$ cat config.mk
export PLATFORM = sky130hd
export DESIGN_NAME = obb_cond_unit
export DESIGN_NICKNAME = d
export VERILOG_FILES = /design/src/rtl/obb_pkg.sv /design/src/rtl/obb_bit_pick.sv /design/src/rtl/obb_tgt_calc.sv /design/src/rtl/obb_cond_unit.sv
export SDC_FILE = /design/constraint.sdc
export NUM_CORES = 1
export LEC_CHECK = 0
export BUFFER_PORTS_ARGS = -buffer_cell sky130_fd_sc_hd__buf_2
export CORE_ASPECT_RATIO = 0.75
export CORE_MARGIN = 3
export CORE_UTILIZATION = 40
export CTS_BUF_LIST = sky130_fd_sc_hd__clkbuf_4 sky130_fd_sc_hd__clkbuf_8
export DETAILED_ROUTE_END_ITERATION = 8
export PLACE_DENSITY = 0.76
export SYNTH_ARGS = -nofsm -noshare
export SYNTH_HDL_FRONTEND = slang
export SYNTH_SLANG_ARGS = --single-unit
export TNS_END_PERCENT = 100
$ cat constraint.sdc
create_clock -name clk -period 0.9 [get_ports clk]
set_clock_uncertainty 0.15 [all_clocks]
set_input_delay 0.045 -clock clk [delete_from_list [all_inputs] [get_ports clk]]
set_output_delay 0.045 -clock clk [all_outputs]
set_load 0.03 [all_outputs]
$ cat src/rtl/obb_pkg.sv
package obb_pkg;
  parameter int unsigned XLEN_DEF = 64;
  parameter int unsigned OFFW_DEF = 16;
  parameter int unsigned INSN_BYTES_DEF = 4;

  typedef enum logic {
    POL_CLEAR = 1'b0,
    POL_SET   = 1'b1
  } pol_e;
endpackage

$ cat src/rtl/obb_bit_pick.sv
module obb_bit_pick #(
  parameter int unsigned W  = 64,
  localparam int unsigned IW = $clog2(W)
) (
  input  logic [W-1:0]  word,
  input  logic [IW-1:0] idx,
  input  obb_pkg::pol_e pol,
  output logic          hit
);
  logic picked;

  always_comb begin
    picked = word[idx];
    hit    = (pol == obb_pkg::POL_SET) ? picked : ~picked;
  end
endmodule

$ cat src/rtl/obb_tgt_calc.sv
module obb_tgt_calc #(
  parameter int unsigned XLEN       = 64,
  parameter int unsigned OFFW       = 16,
  parameter int unsigned INSN_BYTES = 4,
  localparam int unsigned SH        = $clog2(INSN_BYTES)
) (
  input  logic [XLEN-1:0] pc,
  input  logic [OFFW-1:0] disp,
  output logic [XLEN-1:0] tgt
);
  logic [XLEN-1:0] ext;
  logic [XLEN-1:0] scaled;

  generate
    if (XLEN > OFFW) begin : g_sext
      assign ext = {{(XLEN-OFFW){disp[OFFW-1]}}, disp};
    end else begin : g_trunc
      assign ext = disp[XLEN-1:0];
    end
  endgenerate

  always_comb begin
    scaled = ext << SH;
    tgt    = pc + XLEN'(INSN_BYTES) + scaled;
  end
endmodule

$ cat src/rtl/obb_cond_unit.sv
module obb_cond_unit #(
  parameter int unsigned XLEN       = obb_pkg::XLEN_DEF,
  parameter int unsigned OFFW       = obb_pkg::OFFW_DEF,
  parameter int unsigned INSN_BYTES = obb_pkg::INSN_BYTES_DEF,
  localparam int unsigned IW        = $clog2(XLEN)
) (
  input  logic            clk,
  input  logic            rst_n,
  input  logic            req_valid,
  input  logic [XLEN-1:0] src_val,
  input  logic [IW-1:0]   bit_idx,
  input  logic            want_set,
  input  logic [OFFW-1:0] disp,
  input  logic [XLEN-1:0] cur_pc,
  input  logic            in_slot,
  output logic            res_valid,
  output logic            br_taken,
  output logic [XLEN-1:0] br_target,
  output logic            slot_next,
  output logic            trap_ri
);
  logic            cond_hit;
  logic [XLEN-1:0] calc_tgt;
  logic            nxt_taken, nxt_slot, nxt_trap;
  logic [XLEN-1:0] nxt_tgt;
  logic            vld_q, taken_q, slot_q, trap_q;
  logic [XLEN-1:0] tgt_q;

  obb_bit_pick #(.W(XLEN)) u_pick (
    .word (src_val),
    .idx  (bit_idx),
    .pol  (obb_pkg::pol_e'(want_set)),
    .hit  (cond_hit)
  );

  obb_tgt_calc #(.XLEN(XLEN), .OFFW(OFFW), .INSN_BYTES(INSN_BYTES)) u_tgt (
    .pc   (cur_pc),
    .disp (disp),
    .tgt  (calc_tgt)
  );

  // next-state
  always_comb begin
    if (in_slot) begin
      nxt_taken = 1'b0;
      nxt_slot  = 1'b0;
      nxt_trap  = 1'b1;
      nxt_tgt   = '0;
    end else begin
      nxt_taken = cond_hit;
      nxt_slot  = 1'b1;
      nxt_trap  = 1'b0;
      nxt_tgt   = calc_tgt;
    end
  end

  // registers, result bank enabled by req_valid
  always_ff @(posedge clk or negedge rst_n) begin
    if (!rst_n) begin
      vld_q   <= 1'b0;
      taken_q <= 1'b0;
      slot_q  <= 1'b0;
      trap_q  <= 1'b0;
      tgt_q   <= '0;
    end else begin
      vld_q <= req_valid;
      if (req_valid) begin
        taken_q <= nxt_taken;
        slot_q  <= nxt_slot;
        trap_q  <= nxt_trap;
        tgt_q   <= nxt_tgt;
      end
    end
  end

  assign res_valid = vld_q;
  assign br_taken  = taken_q;
  assign slot_next = slot_q;
  assign trap_ri   = trap_q;
  assign br_target = tgt_q;

  AST_TRAP_MASKS: assert property (@(posedge clk) disable iff (!rst_n)
    trap_ri |-> (!br_taken && !slot_next && br_target == '0));
  AST_TRAP_FOLLOWS_SLOT: assert property (@(posedge clk) disable iff (!rst_n)
    (req_valid && in_slot) |=> trap_ri);
  AST_SLOT_ON_BRANCH: assert property (@(posedge clk) disable iff (!rst_n)
    (req_valid && !in_slot) |=> (slot_next && !trap_ri));
  AST_RESULT_STROBE: assert property (@(posedge clk) disable iff (!rst_n)
    req_valid |=> res_valid);
  AST_NO_SPURIOUS_STROBE: assert property (@(posedge clk) disable iff (!rst_n)
    !req_valid |=> !res_valid);
  AST_HOLD_IDLE: assert property (@(posedge clk) disable iff (!rst_n)
    !req_valid |=> ($stable(br_taken) && $stable(br_target) && $stable(slot_next) && $stable(trap_ri)));
endmodule

Word level (Yosys, flattened, before mapping)
Index checks and enable logic that the tools add are counted.

word-level totals
  register bits after elaboration = 68

operators by class
  add/sub/neg operators = 2
  order comparisons = 1
  muxes and demuxes = 7
  bitwise logic cells = 1

operators with widths
  operator                                            number
  adder 64 x 3 -> 64 bit, second input constant       1
  adder 64 bit                                        1
  two-way mux 64 bit                                  1
  < comparator 6 x 7 -> 1 bit, second input constant  1
  binary-select mux 1 bit (select 6 bit)              1
  two-way mux 1 bit                                   5
  inverter 1 bit                                      1

Depth between registers and ports, before layout
  depth after elaboration = 5
  depth in mapped cells = 16

By module
A second synthesis with hierarchy kept.

unflattened totals
  cell total of the unflattened synthesis = 977
  area total of the unflattened synthesis = 8062.7 um^2

by module, submodules not included
  module         times used  cells each  area each (um^2)  sequential area each (um^2)
  obb_tgt_calc   1           611         4439.3            0.0
  obb_cond_unit  1           287         2940.3            1701.6
  obb_bit_pick   1           79          683.2             0.0

Least setup slack after synthesis
OpenSTA, ideal clock, no wires.

  path type = in2reg
  start point = in disp[1]
  end point = reg tgt_q[61] (netlist: br_target[61])
  setup time = 0.069 ns
  arrival = 2.829 ns
  data required time = 0.681 ns
  slack = -2.148 ns
  stages on the path = 14
  buffers on the path = 0
  cell sequence = ha_1 > ha_1 > inv_1 > fa_1 > nor2b_1 > o31ai_1 > a2111o_1 > o211ai_2 > o2111ai_4 > a31oi_4 > a31o_4 > a311oi_4 > or4_1 > nand3_1

on the way
  cells in the longest elaborated chain, start to end = 2

RTL lines
  item                  RTL line             RTL
  from (decl)           obb_cond_unit.sv:13  input logic [OFFW-1:0] disp,
  adder 64 bit          obb_tgt_calc.sv:24   tgt = pc + XLEN'(INSN_BYTES) + scaled;
  two-way mux 64 bit    obb_cond_unit.sv:44  if (in_slot) begin
  to (signal assigned)  obb_cond_unit.sv:71  tgt_q <= nxt_tgt;
  to (decl)             obb_cond_unit.sv:27  logic [XLEN-1:0] tgt_q;

Every way passes these cells.
A chain may end at the register's enable or synchronous reset.

Final worst setup path
  start point = in cur_pc[3]
  end point = reg tgt_q[49] (netlist: br_target[49])

on the way
  cells in the longest elaborated chain, start to end = 3

RTL lines
  item                    RTL line             RTL
  from (decl)             obb_cond_unit.sv:14  input logic [XLEN-1:0] cur_pc,
  adder 64 x 3 -> 64 bit  obb_tgt_calc.sv:24
  adder 64 bit            obb_tgt_calc.sv:24
  two-way mux 64 bit      obb_cond_unit.sv:44

Every way passes these cells.

==> metrics list <==
- Run status: finished, violations left
- The final reports fail on hold timing, setup timing.
* Io pins: approximately 220
- CTS saw 68 sinks.
- Root Buffer Master: clkbuf_8
- Synthesized cell area: around 7200 sq um
* Startpoint-to-endpoint class of the critical path: in2reg
* Die area: 19,710 sq um
- IR analysis of the VDD net gives a maximum drop of roughly 850 uV.
- The synthesized netlist devotes between 20% and 30% of its cell area to compound gates.
- Clock latency of the later-clocked register in the worst-skew pair: between 0.3 and 0.4 ns
- Drt first pass iters: 8
- Summed over all nets, the half-perimeter wirelength after detailed placement is between 20 and 25 mm.
- The via count of the first global-routing pass came to between 9,000 and 10,000.
- Synth Area per Inst: 9.560 sq um
* Clock period minus final worst setup slack: about 3 ns
- Final design utilization: between 80% and 90%
- RD Place Congestion: 0.9946
- The die is about 120 microns tall.
* Max-slew violations: 0
- Once routing completed, OpenROAD measured the worst setup slack at -2.072 ns.
- Sorting the synthesized cells by how often they occur yields ha_1, dfrtp_1, a21oi_1, nand2_1, a22o_1.
* Final-report setup violation count: 130
- TritonCTS built the clock tree.
- Routed WL per cell: 25.47 microns
- In the post-synthesis netlist, the cell with the most instances is ha_1.
- Number of enable flip-flop cells after synthesis: 0
* Remaining max-slew budget at the tightest pin: 71.79%
* Maximum capacitance violations: 0
- Horiz. Die Dim: roughly 160 microns
- Avg Vias per Cell: 6.227
* Synth async-reset ratio: 100.0%
* Startpoint Class: primary input
- Routed Antenna Nets: 0
* Post-synthesis adder-cell area fraction: around a fifth
* Clock buffer count from CTS: 9
* Global-route wire length before repair: around 50 mm
- Leaving out filler cells and counting taps, the final layout contains roughly 1,500.
* Yosys synthesis warning count: 0
* Aggregate negative setup slack: -109.85 ns
- Post-synth top area share: between 20% and 30%
- Antenna violations before repair: 2
- Global routing used around a third of the available tracks.
- Post-layout net count: between 1,500 and 2,000
- Summed over all cells, the static leakage comes to around 7 nW.
- Multiplexer fraction of the synthesized cell area: roughly 6.7%
* Routed wire length: about 39 mm
* DP Cell Count: around 1,400
* Share of the yosys chip area belonging to registers: 23.57%
- Unrepaired setup endpoints after global routing: yes
- Number of H-tree levels: 3
- Worst min path class: in2reg
* Final period utilization: 330.3%
* Transition time at the pin with the least slew margin: 0.4231 ns
- After Yosys synthesis, and, or, nand and nor cells account for 10.71% of the synthesized area.
* Via count: approximately 9,600
* Syn Inst Count: approximately 760
- Share of final-layout standard cells stronger than drive strength 1: 66.31%
- Number of buffers added to fix hold violations after cts: 4
- Synth area leaders: dfrtp_1, ha_1, mux4_2
- DRC violation count after routing: 0
- Timing would allow up to approximately 340 MHz.
* Row cnt: 41
- Worst EP arrival: between 3 and 4 ns
- The synthesized design contains a little under 70 register bits.
- Clock-pin transition on the worst setup and hold timing paths: 0.10 ns
- In this run the deepest clock path goes through 2 buffers.
- Layout overhead on the synthesized area: 99.32%
- Cell accounting for the most synthesized area: dfrtp_1
- At the placement stage, the worst setup path has a slack of -2.346 ns.
- The most used flip-flop cell after synthesis is dfrtp_1.
- Final number of hold-violating endpoints: 10
* I/O Buffers: about 220
* Detailed router's first-iteration violation count: approximately 1,000
- Hold Slack: -0.1071 ns
- For this design the ratio of total power to cell area is about 1500 nW/um^2.
* Critical Path End Type: flop
* Area inside the core boundary: ~17,000 sq um
- After synthesis, the largest family of logic cells by area is compound AO/OA/AOI/OAI gates.
- Required time at the worst-slack endpoint: ~1.1 ns
* Maximum number of pins on one net before global-route repair: 33
- Once the floorplan was initialized, standard cells occupied around two fifths of the core.
- XOR/XNOR share of the synthesized area: between 6 and 7%
- The total overflow left after global routing is 0.
- Of all nets on the critical path, the largest fanout is 3.
- Total nets after synthesis: ~1,000
- The netlist uses between 80 and 90 different library cells.
-- worst paths after layout --
check                         startpoint            end  slack, ns  cells past startpoint
min reg2reg                    slot_next      slot_next       0.37                      1
max in group asynchronous          rst_n       br_taken       0.15                      3
max reg2reg                br_target[48]  br_target[48]      -0.30                      2
min                            cur_pc[2]   br_target[2]      -0.11                      4
max                            cur_pc[3]  br_target[49]      -2.07                     17
min in group asynchronous          rst_n  br_target[45]      -0.04                      2
-- worst max-delay path, cell delays in order --
cell and delay [ns]:
buf_6 0.10, ha_4 0.26, ha_4 0.13, inv_2 0.03, fa_2 0.35, nor2b_4 0.17
o31ai_4 0.10, buf_4 0.16, buf_6 0.12, a211oi_4 0.30, o311ai_4 0.14, a31oi_2 0.22
a41o_1 0.29, nand4_1 0.15, a21oi_2 0.22, xor2_1 0.20, a22o_1 0.15
-- area by class of cell --
class / count / area [sq um]
clock inverter: 7 / 123.9
timing repair buffer: 570 / 4721
sequential: 68 / 1708
multi-input combinational: 628 / 7295
fill: 876 / 2849
antenna: 3 / 7.507
clock buffer: 9 / 123.9
tap: 236 / 295.3
inverter: 27 / 113.9
-- per-stage QoR --
step | instance area, sq um | power, mW
after floorplan | 7956 | 9.233
after global placement | 11090 | 13.01
after detailed placement | 11090 | 13.15
after CTS | 13260 | 18.75
after global routing | 14390 | 21.88
final | 14390 | 21.24
-- flip-flops by register name, indices dropped and copies added, names as in the netlist --
register   count
res_valid      1
slot_next      1
trap_ri        1
br_taken       1
br_target     64
-- logic make-up after synthesis --
family | after synthesis
flip-flops | 68
buffers and inverters | 59
multiplexers | 22
XOR/XNOR | 57
AO/OA/AOI/OAI | 273
AND/OR/NAND/NOR | 154
adder cells (fa/ha/maj) | 122
-- repair_timing --
item	4_1_cts	5_1_grt
pin swaps	78	99
setup buffers	49	55
gates cloned	1	4
setup endpoints to repair	130	131
endpoints found under the hold margin	80	11
gates resized for setup	309	124
-- power by group --
| group | switching, mW | internal [mW] |
|---|---|---|
| Combinational | 6.81 | 6.96 |
| Sequential | 0.489 | 3.55 |
| Clock | 1.57 | 1.86 |
-- per-layer routing --
| metal | vias to the layer above | routed length [microns] | track usage [%] |
|---|---|---|---|
| met3 | 257 | 4010 | 7.186 |
| met5 | - | 0 | 0 |
| met4 | 0 | 2714 | 12.84 |
| met1 | 4588 | 14090 | 38.22 |
| met2 | 803 | 18610 | 56.38 |
| li1 | 3992 | - | - |
-- layout by cell type, fill, tap and decap left out, drive strengths merged, types with 5 or more instances in the layout --
| master | Yosys | layout |
|---|---|---|
| buf | 7 | 562 |
| ha | 121 | 121 |
| dfrtp | 68 | 68 |
| a21oi | 66 | 66 |
| nand2 | 60 | 60 |
| a22o | 43 | 43 |
| a21o | 39 | 39 |
| o21ai | 38 | 38 |
| xnor2 | 32 | 32 |
| inv | 26 | 27 |
| nor2 | 27 | 27 |
| xor2 | 25 | 25 |
| mux4 | 21 | 21 |
| clkbuf | 25 | 13 |
| nand4 | 11 | 11 |
| o31ai | 11 | 11 |
| o21a | 9 | 9 |
| o21bai | 9 | 9 |
| and2 | 8 | 8 |
| o2bb2ai | 7 | 7 |
| nand3 | 7 | 7 |
| nand2b | 7 | 7 |
| nor2b | 6 | 6 |
| nor3 | 5 | 5 |
No activity file was read; power rests on OpenSTA's default activity.
